### config.mk
export PLATFORM = sky130hd
export DESIGN_NAME = sertx_dbuf
export DESIGN_NICKNAME = d
export VERILOG_FILES = /design/src/rtl/sertx_pkg.sv /design/src/rtl/sertx_baudgen.sv /design/src/rtl/sertx_txbuf.sv /design/src/rtl/sertx_framer.sv /design/src/rtl/sertx_dbuf.sv
export SDC_FILE = /design/constraint.sdc
export NUM_CORES = 1
export LEC_CHECK = 0
export CAP_MARGIN = 20
export CORE_MARGIN = 2
export CORE_UTILIZATION = 61
export CTS_BUF_LIST = sky130_fd_sc_hd__clkbuf_4
export DETAILED_ROUTE_END_ITERATION = 6
export PLACE_DENSITY = 0.87
export REMOVE_ABC_BUFFERS = 1
export SETUP_SLACK_MARGIN = 0.1
export SYNTH_ARGS = -nofsm -noshare
export SYNTH_HDL_FRONTEND = slang
export SYNTH_SLANG_ARGS = --single-unit
### constraint.sdc
create_clock -name clk -period 6.04 [get_ports clk]
set_input_delay 1.208 -clock clk [delete_from_list [all_inputs] [get_ports clk]]
set_output_delay 1.208 -clock clk [all_outputs]
set_load 0.01 [all_outputs]
### src/rtl/sertx_pkg.sv
package sertx_pkg;

  localparam int DATA_W  = 9;
  localparam int FRAME_W = 1 + DATA_W + 1 + 2;
  localparam int LEN_W   = $clog2(FRAME_W + 1);
  localparam int NUM_PRE = 4;

  typedef enum logic [2:0] {
    SRC_DIV2   = 3'd0,
    SRC_DIV16  = 3'd1,
    SRC_DIV64  = 3'd2,
    SRC_DIV512 = 3'd3,
    SRC_EXT    = 3'd4
  } src_sel_e;

  typedef struct packed {
    logic [FRAME_W-1:0] bits;  // bit 0 goes on the line first
    logic [LEN_W-1:0]   len;   // number of bit times in the frame
  } frame_t;

  // log2 of the prescaler ratio for each tap
  function automatic int pre_log2(input int idx);
    case (idx)
      0:       return 1;
      1:       return 4;
      2:       return 6;
      default: return 9;
    endcase
  endfunction

  function automatic frame_t build_frame(
    input logic [DATA_W-1:0] d,
    input logic              len9,
    input logic              par_en,
    input logic              par_odd,
    input logic              stop2
  );
    frame_t           f;
    logic [LEN_W-1:0] pos;
    logic             pbit;
    f.bits      = '1;
    f.bits[0]   = 1'b0;
    f.bits[8:1] = d[7:0];
    pos         = LEN_W'(9);
    pbit        = ^d[7:0];
    if (len9) begin
      f.bits[9] = d[8];
      pbit      = pbit ^ d[8];
      pos       = LEN_W'(10);
    end
    if (par_en) begin
      f.bits[pos] = pbit ^ par_odd;
      pos         = pos + LEN_W'(1);
    end
    f.len = pos + (stop2 ? LEN_W'(2) : LEN_W'(1));
    return f;
  endfunction

endpackage

### src/rtl/sertx_baudgen.sv
module sertx_baudgen
  import sertx_pkg::*;
#(
  parameter int DIV_W = 8,
  parameter int OVS   = 16,
  parameter int PRE_W = 9
) (
  input  logic             clk,
  input  logic             rst,
  input  logic [2:0]       src_sel,
  input  logic             ext_clk,
  input  logic [DIV_W-1:0] div,
  output logic             bit_tick
);

  localparam int OVS_W = $clog2(OVS);

  logic [PRE_W-1:0]   pre_cnt;
  logic [NUM_PRE-1:0] pre_tick;
  logic [2:0]         ext_sync;
  logic               ext_tick;
  logic               src_tick;
  logic [DIV_W-1:0]   div_cnt;
  logic [OVS_W-1:0]   ovs_cnt;

  always_ff @(posedge clk) begin
    if (rst) pre_cnt <= '0;
    else     pre_cnt <= pre_cnt + PRE_W'(1);
  end

  // one tap per prescaler ratio: a pulse once every 2**LG clocks
  for (genvar g = 0; g < NUM_PRE; g++) begin : g_tap
    localparam int LG = pre_log2(g);
    assign pre_tick[g] = &pre_cnt[LG-1:0];
  end

  always_ff @(posedge clk) begin
    if (rst) ext_sync <= '0;
    else     ext_sync <= {ext_sync[1:0], ext_clk};
  end
  assign ext_tick = ext_sync[1] & ~ext_sync[2];

  always_comb begin
    case (src_sel_e'(src_sel))
      SRC_DIV2:   src_tick = pre_tick[0];
      SRC_DIV16:  src_tick = pre_tick[1];
      SRC_DIV64:  src_tick = pre_tick[2];
      SRC_DIV512: src_tick = pre_tick[3];
      SRC_EXT:    src_tick = ext_tick;
      default:    src_tick = 1'b0;
    endcase
  end

  always_ff @(posedge clk) begin
    if (rst) begin
      div_cnt  <= '0;
      ovs_cnt  <= '0;
      bit_tick <= 1'b0;
    end else begin
      bit_tick <= 1'b0;
      if (src_tick) begin
        if (div_cnt >= div) begin
          div_cnt <= '0;
          if (ovs_cnt == OVS_W'(OVS - 1)) begin
            ovs_cnt  <= '0;
            bit_tick <= 1'b1;
          end else begin
            ovs_cnt <= ovs_cnt + OVS_W'(1);
          end
        end else begin
          div_cnt <= div_cnt + DIV_W'(1);
        end
      end
    end
  end

endmodule

### src/rtl/sertx_txbuf.sv
module sertx_txbuf
  import sertx_pkg::*;
(
  input  logic              clk,
  input  logic              rst,
  input  logic              wr,
  input  logic [DATA_W-1:0] wr_data,
  input  logic              load,
  input  logic              irq_ack,
  input  logic              irq_clr,
  output logic [DATA_W-1:0] held,
  output logic              empty,
  output logic              irq
);

  always_ff @(posedge clk) begin
    if (rst) begin
      held  <= '0;
      empty <= 1'b1;
    end else if (wr) begin
      held  <= wr_data;
      empty <= 1'b0;
    end else if (load) begin
      empty <= 1'b1;
    end
  end

  always_ff @(posedge clk) begin
    if (rst)                     irq <= 1'b0;
    else if (load)               irq <= 1'b1;
    else if (irq_ack || irq_clr) irq <= 1'b0;
  end

endmodule

### src/rtl/sertx_framer.sv
module sertx_framer
  import sertx_pkg::*;
(
  input  logic   clk,
  input  logic   rst,
  input  logic   bit_tick,
  input  logic   start_ok,
  input  frame_t frm,
  output logic   load,
  output logic   txd,
  output logic   reg_empty
);

  logic [FRAME_W-2:0] sr;
  logic [LEN_W-1:0]   remain;
  logic               at_boundary;

  assign at_boundary = (remain == '0);
  assign load        = bit_tick & at_boundary & start_ok;

  always_ff @(posedge clk) begin
    if (rst) begin
      txd       <= 1'b1;
      sr        <= '1;
      remain    <= '0;
      reg_empty <= 1'b1;
    end else if (bit_tick) begin
      if (!at_boundary) begin
        txd    <= sr[0];
        sr     <= {1'b1, sr[FRAME_W-2:1]};
        remain <= remain - LEN_W'(1);
      end else if (start_ok) begin
        txd       <= frm.bits[0];
        sr        <= frm.bits[FRAME_W-1:1];
        remain    <= frm.len - LEN_W'(1);
        reg_empty <= 1'b0;
      end else begin
        txd       <= 1'b1;
        reg_empty <= 1'b1;
      end
    end
  end

endmodule

### src/rtl/sertx_dbuf.sv
module sertx_dbuf
  import sertx_pkg::*;
#(
  parameter int DIV_W = 8,
  parameter int OVS   = 16,
  parameter int PRE_W = 9
) (
  input  logic             clk,
  input  logic             rst,
  input  logic             ext_clk_i,
  input  logic [2:0]       src_sel_i,
  input  logic [DIV_W-1:0] div_i,
  input  logic             tx_en_i,
  input  logic             len9_i,
  input  logic             par_en_i,
  input  logic             par_odd_i,
  input  logic             stop2_i,
  input  logic             cts_sel_i,
  input  logic             cts_n_i,
  input  logic             wr_i,
  input  logic [8:0]       wr_data_i,
  input  logic             irq_ack_i,
  input  logic             irq_clr_i,
  output logic             txd_o,
  output logic             buf_empty_o,
  output logic             reg_empty_o,
  output logic             irq_o
);

  logic              bit_tick;
  logic [1:0]        cts_sync;
  logic              cts_ok;
  logic              start_ok;
  logic              load;
  logic [DATA_W-1:0] held;
  frame_t            frm;

  sertx_baudgen #(.DIV_W(DIV_W), .OVS(OVS), .PRE_W(PRE_W)) u_baud (
    .clk      (clk),
    .rst      (rst),
    .src_sel  (src_sel_i),
    .ext_clk  (ext_clk_i),
    .div      (div_i),
    .bit_tick (bit_tick)
  );

  always_ff @(posedge clk) begin
    if (rst) cts_sync <= 2'b11;
    else     cts_sync <= {cts_sync[0], cts_n_i};
  end

  assign cts_ok   = ~cts_sel_i | ~cts_sync[1];
  assign start_ok = tx_en_i & ~buf_empty_o & cts_ok;
  assign frm      = build_frame(held, len9_i, par_en_i, par_odd_i, stop2_i);

  sertx_txbuf u_buf (
    .clk     (clk),
    .rst     (rst),
    .wr      (wr_i),
    .wr_data (wr_data_i),
    .load    (load),
    .irq_ack (irq_ack_i),
    .irq_clr (irq_clr_i),
    .held    (held),
    .empty   (buf_empty_o),
    .irq     (irq_o)
  );

  sertx_framer u_frm (
    .clk       (clk),
    .rst       (rst),
    .bit_tick  (bit_tick),
    .start_ok  (start_ok),
    .frm       (frm),
    .load      (load),
    .txd       (txd_o),
    .reg_empty (reg_empty_o)
  );

endmodule

[After elaboration in Yosys (flattened, before gate mapping)]
Cells that the tools add are included.
Cells by class
  add/subtract/negate cells: 7
  $lt $le $gt $ge: 3
  equality and inequality tests: 6
  muxes and demuxes: 24
  bitwise logic cells: 14
  reductions and logical operators: 14
Operators by type and width (number)
  $mux 12: 2
  $mux 4: 4
  $bwmux 13: 1
  $mux 13: 1
  $mux 1: 11
  $add 9x1->9 const B: 1
  $reduce_and 9->1: 1
  $add 4x1->4 const B: 2
  $add 8x1->8 const B: 1
  $ge 8x8->1: 1
  $mux 8: 1
  $reduce_xor 8->1: 1
  $sub 4x1->4 const B: 2
  $eq 3x2->1 const B: 2
  $not 1->1: 6
  $reduce_and 2->1: 3
  $reduce_and 6->1: 1
  $and 1x1->1: 5
  $lt 4x5->1 const B: 1
  $pmux 1 s5: 1
  $add 4x2->4: 1
  $demux 1 s4: 1
  $eq 4x4->1 const B: 1
  $ge 4x1->1 const B: 1
  other kinds (13): 16
Storage, ports and cells
  bits in registers: 56
  input port bits: 33
  output and inout port bits: 4
  logic and storage cells: 81

[Longest topological paths before layout]
Gate-level depths: netlist (run 1).
  depth after elaboration: 9
  depth in mapped cells: 12
  depth with buffers taken out: 12

[Hierarchy]
From an unflattened synthesis (run 1), not the netlist that was laid out.
Second synthesis, totals
  cell total of the unflattened synthesis: 330
  area, all modules: 2964.1 um2
By module, submodules not included
  sertx_baudgen: times used 1, cells each 155, area each 1411.4 um2, sequential area each 500.5 um2
  sertx_framer: times used 1, cells each 110, area each 892.1 um2, sequential area each 360.3 um2
  sertx_txbuf: times used 1, cells each 36, area each 387.9 um2, sequential area each 220.2 um2
  sertx_dbuf: times used 1, cells each 29, area each 272.8 um2, sequential area each 40.0 um2

[Worst setup path after synthesis (run 1)]
OpenSTA, ideal clock, no wires.
  path type: input port to flip-flop
  from: input port div_i[0]
  to: register u_baud.div_cnt[5]
  setup time: 0.088 ns
  arrival time: 2.771 ns
  required time: 5.952 ns
  setup slack: 3.181 ns
  stages on the path: 7
  buffers on the path: 0
  cell sequence: ha_1 nand2b_1 a211oi_1 o21ai_1 a21oi_1 o21ai_0 a311oi_2
On the way
  cells in the longest elaborated chain, start to end: 2
Ends and longest elaborated chain
  from (decl): line sertx_dbuf.sv:12  | input logic [DIV_W-1:0] div_i,
  $ge 8x8->1: line sertx_baudgen.sv:62  | if (div_cnt >= div) begin
  $mux 8: line sertx_baudgen.sv:62
  to (signal assigned): line sertx_baudgen.sv:71  | div_cnt <= div_cnt + DIV_W'(1);
  to (decl): line sertx_baudgen.sv:23  | logic [DIV_W-1:0] div_cnt;
Every way passes these cells.
A chain may end at the register's enable or synchronous reset.

[Worst setup path in the final report (run 1)]
Ends and elaborated chain as after synthesis.

==> results_dict.tcl, run 1 <==
set metrics [dict create \
    fmax_mhz 319.8 \
    initial_core_util_pct 62.03 \
    dr.pass1.iters 4 \
    rsz0062_at_grt "false" \
    ys_seq_area_share_pct 40.58 \
    grt_pass1_vias 2128 \
    h-tree-depth 2 \
    syn_inst 315 \
    seq_power_share_pct 61.2 \
    grt.busiest_layer "met2" \
    internal_power_uw 451.8 \
    yosys_warnings 0 \
    layout-drive-gt1-share_pct 5.714 \
    relSlewSlack_pct 53.47 \
    ys_ff_latch 54 \
    use_met3_pct 5.483 \
    fp.dieW_microns 70.08 \
    combinationalPowerShare_pct 12.9 \
    grt_max_degree 43 \
    design.core.area_sq_um 4294 \
    design_area_sq_um 3120 \
    fin_crit_sh_pct 51.77 \
    dpl_cell_area_sq_um 3067 \
    finalSetupTns_ns 0 \
    postCtsSetupBuffers 0 \
    dp_hpwl_mm 3.607 \
    synthTopCellsByCount "dfxtp_1 (54), nor2_1 (52), nand2_1 (30)" \
    maxCapViolCount 0 \
    tightest_slew_ns 0.6938 \
    routed_via_density 5.624 \
    grt_pass1_wl_mm 8.887 \
    tritoncts "yes" \
    clk_pin_slew_ns 0.15 \
    synth_flop_cell "dfxtp_1" \
    switching_power_uw 154.9 \
    antenna_found_initial 0 \
    yosysMostFrequentCell "dfxtp_1" \
    power_density_nw_per_um2 194.4 \
    synth_edf_count 0 \
    async_flop_share_pct 0 \
    rows 24 \
    synth_top_area_share_pct 40.58 \
    fin_cells 402 \
    yosys-top-cells-area "dfxtp_1 (41%), ha_1 (8.5%), nor2_1 (7.3%)" \
    dieArea_sq_um 4911 \
    clock-sinks 54 \
    critPathCaptureType "register" \
    grt_overflow 0 \
    avgRoutedWirePerCell_microns 12.38 \
    critPathArrivalTime_ns 3.43 \
    min_path_type "register to register" \
    drt_iter0_drc 140 \
    crit_path_start_kind "input port" \
    die_h_microns 70.08 \
    vdd_ir_drop_max_mv 0.1047 \
    setup_viol 0 \
    syn_area_sq_um 2664 \
    slew_viol_final 0 \
    cp_max_fo 8 \
    root_buffer "clkbuf_4" \
    clk_latency_ns 0.38 \
    worstSetupPathType "input port to register" \
    clockPowerShare_pct 25.9 \
    worstPathRequired_ns 6.34 \
    switching_share_pct 25.53 \
    hold_violations 0 \
    ios 37 \
    period_minus_slack_ns 3.127 \
    avgSynthCellArea_sq_um 8.457 \
    cts_hold_buffers 0 \
    n_antenna_cell 0 \
    cts_buffer_depth 2 \
    port_buffers 36 \
    num_vias 2261 \
    areaGrowthSynthToFinish_pct 17.14 \
    cts_buffers 5 \
    synth_top_area_cell "dfxtp_1" \
    routabilityCongestion 0.7982 \
    drc 0 \
    skew_ns 0.008626 \
    status "completed" \
    finalNetCount 400 \
    ant_nets 0 \
    post_cts_resized 0 \
    routed_wl_mm 4.976 \
    fillers 350 \
    netlist-cell-type-count 41 \
    grt_usage_pct 21.91 \
    grtUsageMet2_pct 37.14 \
    p_leak_uw 0.001324 \
    globalRouteMet1Util_pct 26.70 \
    placed_cells 394 \
]
## sequential cells by signal (all words and copies together) (netlist names), 2 cells and up
name	count
u_frm.remain	4
u_buf.held	9
u_baud.div_cnt	8
u_baud.ext_sync	3
u_frm.sr	10
u_baud.pre_cnt	9
u_baud.ovs_cnt	4
cts_sync	2
## final timing paths
| path | from | endpoint | slack (ns) | cells after the start |
|---|---|---|---|---|
| setup / recovery | div_i[0] | u_baud.div_cnt[5]$_SDFFE_PP0N_ | 2.91 | 8 |
| setup reg to reg | u_baud.pre_cnt[0]$_SDFF_PP0_ | u_baud.div_cnt[5]$_SDFFE_PP0N_ | 3.44 | 12 |
| hold reg to reg | cts_sync[0]$_SDFF_PP1_ | cts_sync[1]$_SDFF_PP1_ | 0.43 | 1 |
| hold / removal | cts_sync[0]$_SDFF_PP1_ | cts_sync[1]$_SDFF_PP1_ | 0.43 | 1 |
## kinds of logic after synthesis
logic type / after synthesis / share of synthesized area [%]
adder cells (fa/ha/maj): 18 / 8.455
XOR/XNOR: 14 / 5.120
buffers and inverters: 33 / 4.650
flip-flops: 54 / 40.58
AND/OR/NAND/NOR: 125 / 21.14
multiplexers: 11 / 4.180
AO/OA/AOI/OAI: 60 / 15.88
## critical path, cell delays in order
cell,delay (ns)
clkdlybuf4s50_1,0.40
ha_1,0.28
nand2b_1,0.14
a211oi_1,0.22
o21ai_1,0.19
a21oi_1,0.49
o21ai_0,0.21
a311oi_2,0.28
## power groups by stage
stage	Combinational, uW	Sequential [uW]	Clock [uW]
after floorplan	42.0	377	0
final	78.4	371	157
after global routing	88.6	372	170
after global placement	77.4	378	0
after CTS	79.3	371	161
after detailed placement	79.0	379	0
## final cells by class
class / count / area [sq um] / share of cell area, %
clock buffer: 5 / 37.54 / 1.203
clock inverter: 3 / 16.27 / 0.5213
inverter: 21 / 78.83 / 2.526
multi-input combinational: 228 / 1459 / 46.75
sequential: 54 / 1081 / 34.64
tap: 52 / 65.06 / 2.085
timing repair buffer: 39 / 382.9 / 12.27
## cell usage in the layout, fill, tap and decap left out, types with 4 or more instances in the layout
| master | instances |
|---|---|
| xnor2_1 | 7 |
| xor2_1 | 6 |
| a31oi_1 | 5 |
| a21oi_1 | 15 |
| nor2_1 | 52 |
| clkdlybuf4s50_1 | 36 |
| o311ai_0 | 9 |
| inv_1 | 21 |
| clkbuf_4 | 5 |
| nand3_1 | 16 |
| nor2b_1 | 6 |
| mux2i_1 | 10 |
| ha_1 | 18 |
| nand2_1 | 30 |
| dfxtp_1 | 54 |
| a211oi_1 | 4 |
| o21ai_0 | 10 |
## through the flow
stage	hold WS, ns	total power (uW)	utilization [%]	worst slack (ns)
final	0.4270	606.7	72.67	2.913
after global routing	0.4342	631.3	72.67	2.753
after CTS	0.4281	611.1	72.67	2.926
after detailed placement	0.3933	457.8	71.42	2.523
after global placement	0.3938	455.3	71.42	2.552
after floorplan	0.3895	419.1	-	3.181
## metal layers
layer	vias up	wire (microns)	share of wire (%)
met1	1046	2338	47
li1	1168	-	-
met2	40	2377	48
met4	0	80	1.6
met5	-	0	0
met3	7	179	3.6
Note: power is estimated with default switching activity, not from simulation.
==> run 2, diff against run 1 <==
- CORE_UTILIZATION: 61 -> 51
- PLACE_DENSITY: 0.87 -> 0.77
- clock period: 6.04 -> 2.85 ns (I/O delays scaled with it)
==> run 2 against run 1 <==
Worst hold slack gained 0.026 ns. Total power grew 120%. Register-to-register slack lost 3.0 ns. First-iteration DRC count shrank 11%. Final cell count grew 6.0%. Clock skew grew 0.0039 ns. Non-clock buffer count grew 6. Worst setup slack lost 2.5 ns. Critical path type is now register to register. Die area grew 18%. Final area grew 2.8%. Via count is essentially flat.
==> results_dict.tcl, run 2 (synthesized netlist as in run 1, its figures left out) <==
set metrics [dict create \
    tightest_slew_ns 0.6230 \
    die_h_microns 76.27 \
    largest_reg_flops 10 \
    critPathArrivalTime_ns 2.72 \
    finalNetCount 406 \
    dr.pass1.iters 4 \
    maxCapViolCount 0 \
    setup_viol 0 \
    rsz0062_at_grt "false" \
    period_minus_slack_ns 2.430 \
    crit_top_cell "ha_1" \
    crit_family "simple AND/OR/NAND/NOR gates" \
    skew_ns 0.01250 \
    routed_wl_mm 5.266 \
    tritoncts "yes" \
    cp_max_fo 8 \
    grt_usage_pct 19.84 \
    areaGrowthSynthToFinish_pct 20.43 \
    n_antenna_cell 0 \
    fmax_mhz 411.5 \
    drc 0 \
    dieArea_sq_um 5817 \
    worstSetupPathType "register to register" \
    clk_latency_ns 0.38 \
    slew_viol_final 0 \
    clk_pin_slew_ns 0.17 \
    layout_common_cells "dfxtp_1 (54), nor2_1 (52), clkdlybuf4s50_1 (36)" \
    ios 37 \
    port_buffers 36 \
    worstPathRequired_ns 3.14 \
    status "completed" \
    fin_cells 426 \
    clock-sinks 54 \
    min_path_type "register to register" \
    crit_path_start_kind "register" \
    grt_pass1_vias 2183 \
    r2r_slack_ns 0.42 \
    placed_cells 415 \
    routabilityCongestion 0.8145 \
    cp_slowest_cell "a32oi_2" \
    initial_core_util_pct 52.49 \
    mostFrequentLayoutCell "dfxtp_1" \
    root_buffer "clkbuf_4" \
    vdd_ir_drop_max_mv 0.3031 \
    grt_pass1_wl_mm 9.570 \
    fp.dieW_microns 76.27 \
    relSlewSlack_pct 58.34 \
    avgRoutedWirePerCell_microns 12.36 \
    design.core.area_sq_um 5075 \
    h-tree-depth 2 \
    reg.largest.list "u_frm.sr: 10 flops, u_baud.pre_cnt: 9 flops, u_buf.held: 9 flops" \
    dp_hpwl_mm 3.817 \
    hold_ws_ns 0.4532 \
    dpl_cell_area_sq_um 3112 \
    cpPeakStageDelay_ns 0.46 \
    p_leak_uw 0.001366 \
    power_density_nw_per_um2 412.9 \
    grt_overflow 0 \
    layout-drive-gt1-share_pct 7.865 \
    regMostFlops "u_frm.sr" \
    num_vias 2262 \
    grt_max_degree 42 \
    ant_nets 0 \
    rows 26 \
    fin_crit_sh_pct 85.27 \
    crit_chain "ha_1 -> nand3_2 -> nor2_1 -> and3_1 -> ha_1 -> nand2_1 -> o31ai_2 -> a32oi_2 -> inv_1 -> nand3_1 -> mux2_2" \
    drt_iter0_drc 125 \
    cts_buffer_depth 2 \
    cts_buffers 5 \
    hold_violations 0 \
    routed_via_density 5.310 \
    design_area_sq_um 3208 \
    critPathCaptureType "register" \
    antenna_found_initial 0 \
    finalSetupTns_ns 0 \
    path_buf_inv 1 \
]
run 2: changes by cell type in the layout (fill, tap and decap cells not counted):
cell,change
clkinv_1,-1
buf_4,+6
inv_8,+1
a32oi_2,+1
clkinvlp_4,-1
clkinv_4,+2
a32oi_1,-1
clkinv_2,-1
run 2: worst reg2reg max path: cells and delay by family (launching register included):
kind / cells / cell delay (ns)
compound gates: 2 / 0.53
fa+ha+maj: 2 / 0.44
buf+inv: 1 / 0.11
flops: 1 / 0.38
mux: 1 / 0.33
simple gates: 5 / 0.56
run 2: cell type report:
class | count | area [sq um]
Inverter | 21 | 78.83
Tap cell | 70 | 87.58
Timing Repair Buffer | 45 | 427.9
Clock buffer | 5 | 37.54
Fill cell | 457 | 1867
Clock inverter | 3 | 28.78
Sequential cell | 54 | 1081
Multi-Input combinational cell | 228 | 1466
run 2: path summary, 6_finish.rpt:
check,cells after the start,to,startpoint
setup / recovery,11,u_baud.ovs_cnt[2]$_SDFFE_PP0P_,u_baud.pre_cnt[0]$_SDFF_PP0_
setup reg to reg,11,u_baud.ovs_cnt[2]$_SDFFE_PP0P_,u_baud.pre_cnt[0]$_SDFF_PP0_
hold / removal,1,u_baud.ext_sync[1]$_SDFF_PP0_,u_baud.ext_sync[0]$_SDFF_PP0_
hold reg to reg,1,u_baud.ext_sync[1]$_SDFF_PP0_,u_baud.ext_sync[0]$_SDFF_PP0_
run 2: power by group:
part / switching, uW / total [uW] / leakage [uW] / internal [uW]
Combinational: 75.1 / 173 / 0.000889 / 98.1
Clock: 259 / 365 / 0.0000373 / 106
Sequential: 14.4 / 786 / 0.000439 / 772
Total: 349 / 1320 / 0.00137 / 976
run 2: what timing repair did:
| item | in CTS | in global routing |
|---|---|---|
| buffers inserted | 0 | 3 |
| hold buffers | 0 | 0 |
| setup endpoints to repair | 0 | 7 |
| resized for setup | 0 | 1 |
run 2: routing by layer:
metal | up-vias | global-route usage [%] | share of wire [%]
li1 | 1168 | - | -
met1 | 1050 | 25.60 | 48
met2 | 37 | 33.36 | 48
met3 | 7 | 3.555 | 2.9
met4 | 0 | 7.091 | 1.4
met5 | - | 0 | 0
run 2: metrics by stage:
step                total power (uW)  setup slack, ns  utilization (%)
floorplan                      888.1           0.2464                -
global placement               968.5           0.1772            61.32
detailed placement             973.3           0.1422            61.32
CTS                             1339           0.1955            62.62
global route                    1401           0.2168            63.21
finish                          1325           0.4198            63.21
==> run 3, diff against run 2 <==
- CORE_UTILIZATION: 51 -> 49
- CTS_BUF_LIST: sky130_fd_sc_hd__clkbuf_4 -> sky130_fd_sc_hd__clkbuf_4 sky130_fd_sc_hd__clkbuf_8 sky130_fd_sc_hd__clkbuf_16
- PLACE_DENSITY: 0.77 -> 0.75
==> run 3 against run 2 <==
Die area increased by 3.9%. Register-to-register slack got worse by 0.17 ns. Utilization decreased by 1.0 points. Routed wire length decreased by 4.1%. Final cell count decreased by 0.23%. Via count decreased by 1.5%. Largest power group unchanged.
==> results_dict.tcl, run 3 (synthesized netlist as in run 1, its figures left out) <==
set metrics [dict create \
    postCtsSetupBuffers 0 \
    finalNetCount 405 \
    crit_path_start_kind "register" \
    layout-drive-gt1-share_pct 7.324 \
    critPathCaptureType "register" \
    period_minus_slack_ns 2.604 \
    fin_crit_sh_pct 91.38 \
    die_h_microns 77.73 \
    cts_buffers 5 \
    vdd_ir_drop_max_mv 0.3845 \
    power_density_nw_per_um2 432.2 \
    r2r_cells 11 \
    p_leak_uw 0.001367 \
    routed_wl_mm 5.050 \
    dr.pass1.iters 4 \
    routabilityCongestion 0.8173 \
    mostFrequentLayoutCell "dfxtp_1" \
    cp_max_fo 5 \
    grt_usage_pct 17.87 \
    maxCapViolCount 0 \
    cts_buffer_depth 2 \
    dp_hpwl_mm 3.724 \
    grt_pass1_vias 2127 \
    initial_core_util_pct 51.50 \
    post_cts_resized 0 \
    grt_pass1_wl_mm 8.907 \
    antenna_found_initial 0 \
    regMostFlops "u_frm.sr" \
    routed_via_density 5.240 \
    dieArea_sq_um 6042 \
    timing.rr.start "u_baud.pre_cnt[0]$_SDFF_PP0_" \
    power_uw 1390 \
    fin_cells 425 \
    min-delay-start "cts_sync[0]$_SDFF_PP1_" \
    ios 37 \
    placed_cells 417 \
    rows 26 \
    finalSetupTns_ns 0 \
    tritoncts "yes" \
    clk_pin_slew_ns 0.10 \
    largest_reg_flops 10 \
    design_area_sq_um 3217 \
    reg.largest.list "u_frm.sr: 10 flops, u_baud.pre_cnt: 9 flops, u_buf.held: 9 flops" \
    cts_hold_buffers 0 \
    status "completed" \
    tightest_slew_ns 0.5826 \
    min_to "cts_sync[1]$_SDFF_PP1_" \
    worstSetupPathType "register to register" \
    whs_path_depth 1 \
    relSlewSlack_pct 61.04 \
    root_buffer "clkbuf_8" \
    fillers 464 \
    fp.dieW_microns 77.73 \
    n_antenna_cell 0 \
    clock-sinks 54 \
    min_path_type "register to register" \
    drc 0 \
    drt_iter0_drc 76 \
    dpl_cell_area_sq_um 3127 \
    slew_viol_final 0 \
    critPathArrivalTime_ns 2.81 \
    skew_ns 0.004551 \
    layout_common_cells "dfxtp_1 (54), nor2_1 (52), clkdlybuf4s50_1 (36)" \
    hold_violations 0 \
    grt_overflow 0 \
    rsz0062_at_grt "false" \
    ant_nets 0 \
    worstPathRequired_ns 3.06 \
    fmax_mhz 384.0 \
    grt_max_degree 25 \
    setup_viol 0 \
    port_buffers 36 \
    avgRoutedWirePerCell_microns 11.88 \
    num_vias 2227 \
    r2r_slack_ns 0.25 \
    reg2reg_to "u_baud.ovs_cnt[2]$_SDFFE_PP0P_" \
    h-tree-depth 2 \
    clk_latency_ns 0.31 \
    areaGrowthSynthToFinish_pct 20.76 \
    design.core.area_sq_um 5172 \
]
==> run 3: cell count changes in the layout (fill, tap and decap cells not counted), sizes merged <==
cell	change
buf	-1
clkbuf	+1
inv	-1
==> run 3: power breakdown <==
part / switching (uW) / internal, uW
Combinational: 74.2 / 96.4
Clock: 251 / 184
Sequential: 14.2 / 770
Total: 340 / 1050
==> run 3: worst max-delay path, cell delays in order (launching register included) <==
cell	delay, ns
dfxtp_1	0.36
ha_1	0.26
nand3_2	0.12
nor2_1	0.07
and3_1	0.18
ha_1	0.17
nand2_1	0.07
o31ai_2	0.06
a32oi_1	0.48
inv_1	0.22
nand3_1	0.16
mux2_2	0.34
==> run 3: metal layers <==
layer  vias up  global-route usage (%)  routed length (microns)
met1      1016                   21.65                     2341
met3         8                   3.953                      155
met2        37                   31.12                     2449
met4         0                   6.071                      103
met5         -                       0                        0
li1       1166                       -                        -
==> run 3: how the worst max path moves through the flow <==
| stage | start | endpoint | slack [ns] | cells past startpoint |
|---|---|---|---|---|
| after global routing | u_baud.pre_cnt[0]$_SDFF_PP0_ | u_baud.div_cnt[5]$_SDFFE_PP0N_ | 0.11 | 11 |
| after floorplan | u_baud.pre_cnt[0]$_SDFF_PP0_ | u_baud.ovs_cnt[2]$_SDFFE_PP0P_ | 0.25 | 11 |
| final | u_baud.pre_cnt[0]$_SDFF_PP0_ | u_baud.ovs_cnt[2]$_SDFFE_PP0P_ | 0.25 | 11 |
| after global placement | div_i[0] | u_baud.div_cnt[5]$_SDFFE_PP0N_ | 0.22 | 8 |
| after CTS | u_baud.pre_cnt[0]$_SDFF_PP0_ | u_baud.ovs_cnt[2]$_SDFFE_PP0P_ | 0.26 | 11 |
| after detailed placement | div_i[4] | u_baud.ovs_cnt[3]$_SDFFE_PP0P_ | 0.18 | 9 |
==> run 3: final cells by class <==
cell class | instances | area (sq um) | share of cell area, %
clock inverters | 2 | 13.76 | 0.4278
multi-input cells | 228 | 1459 | 45.35
repair buffers | 44 | 420.4 | 13.07
clock buffers | 6 | 76.32 | 2.373
flip-flops and latches | 54 | 1081 | 33.61
inverters | 21 | 78.83 | 2.450
well taps | 70 | 87.58 | 2.723
==> run 3: per-stage QoR <==
stage / util (%) / worst slack (ns) / hold slack, ns
floorplan: - / 0.2464 / 0.3895
global placement: 60.45 / 0.2221 / 0.3930
detailed placement: 60.45 / 0.1784 / 0.4043
CTS: 62.19 / 0.2595 / 0.4276
global route: 62.19 / 0.1107 / 0.4537
finish: 62.19 / 0.2458 / 0.4231
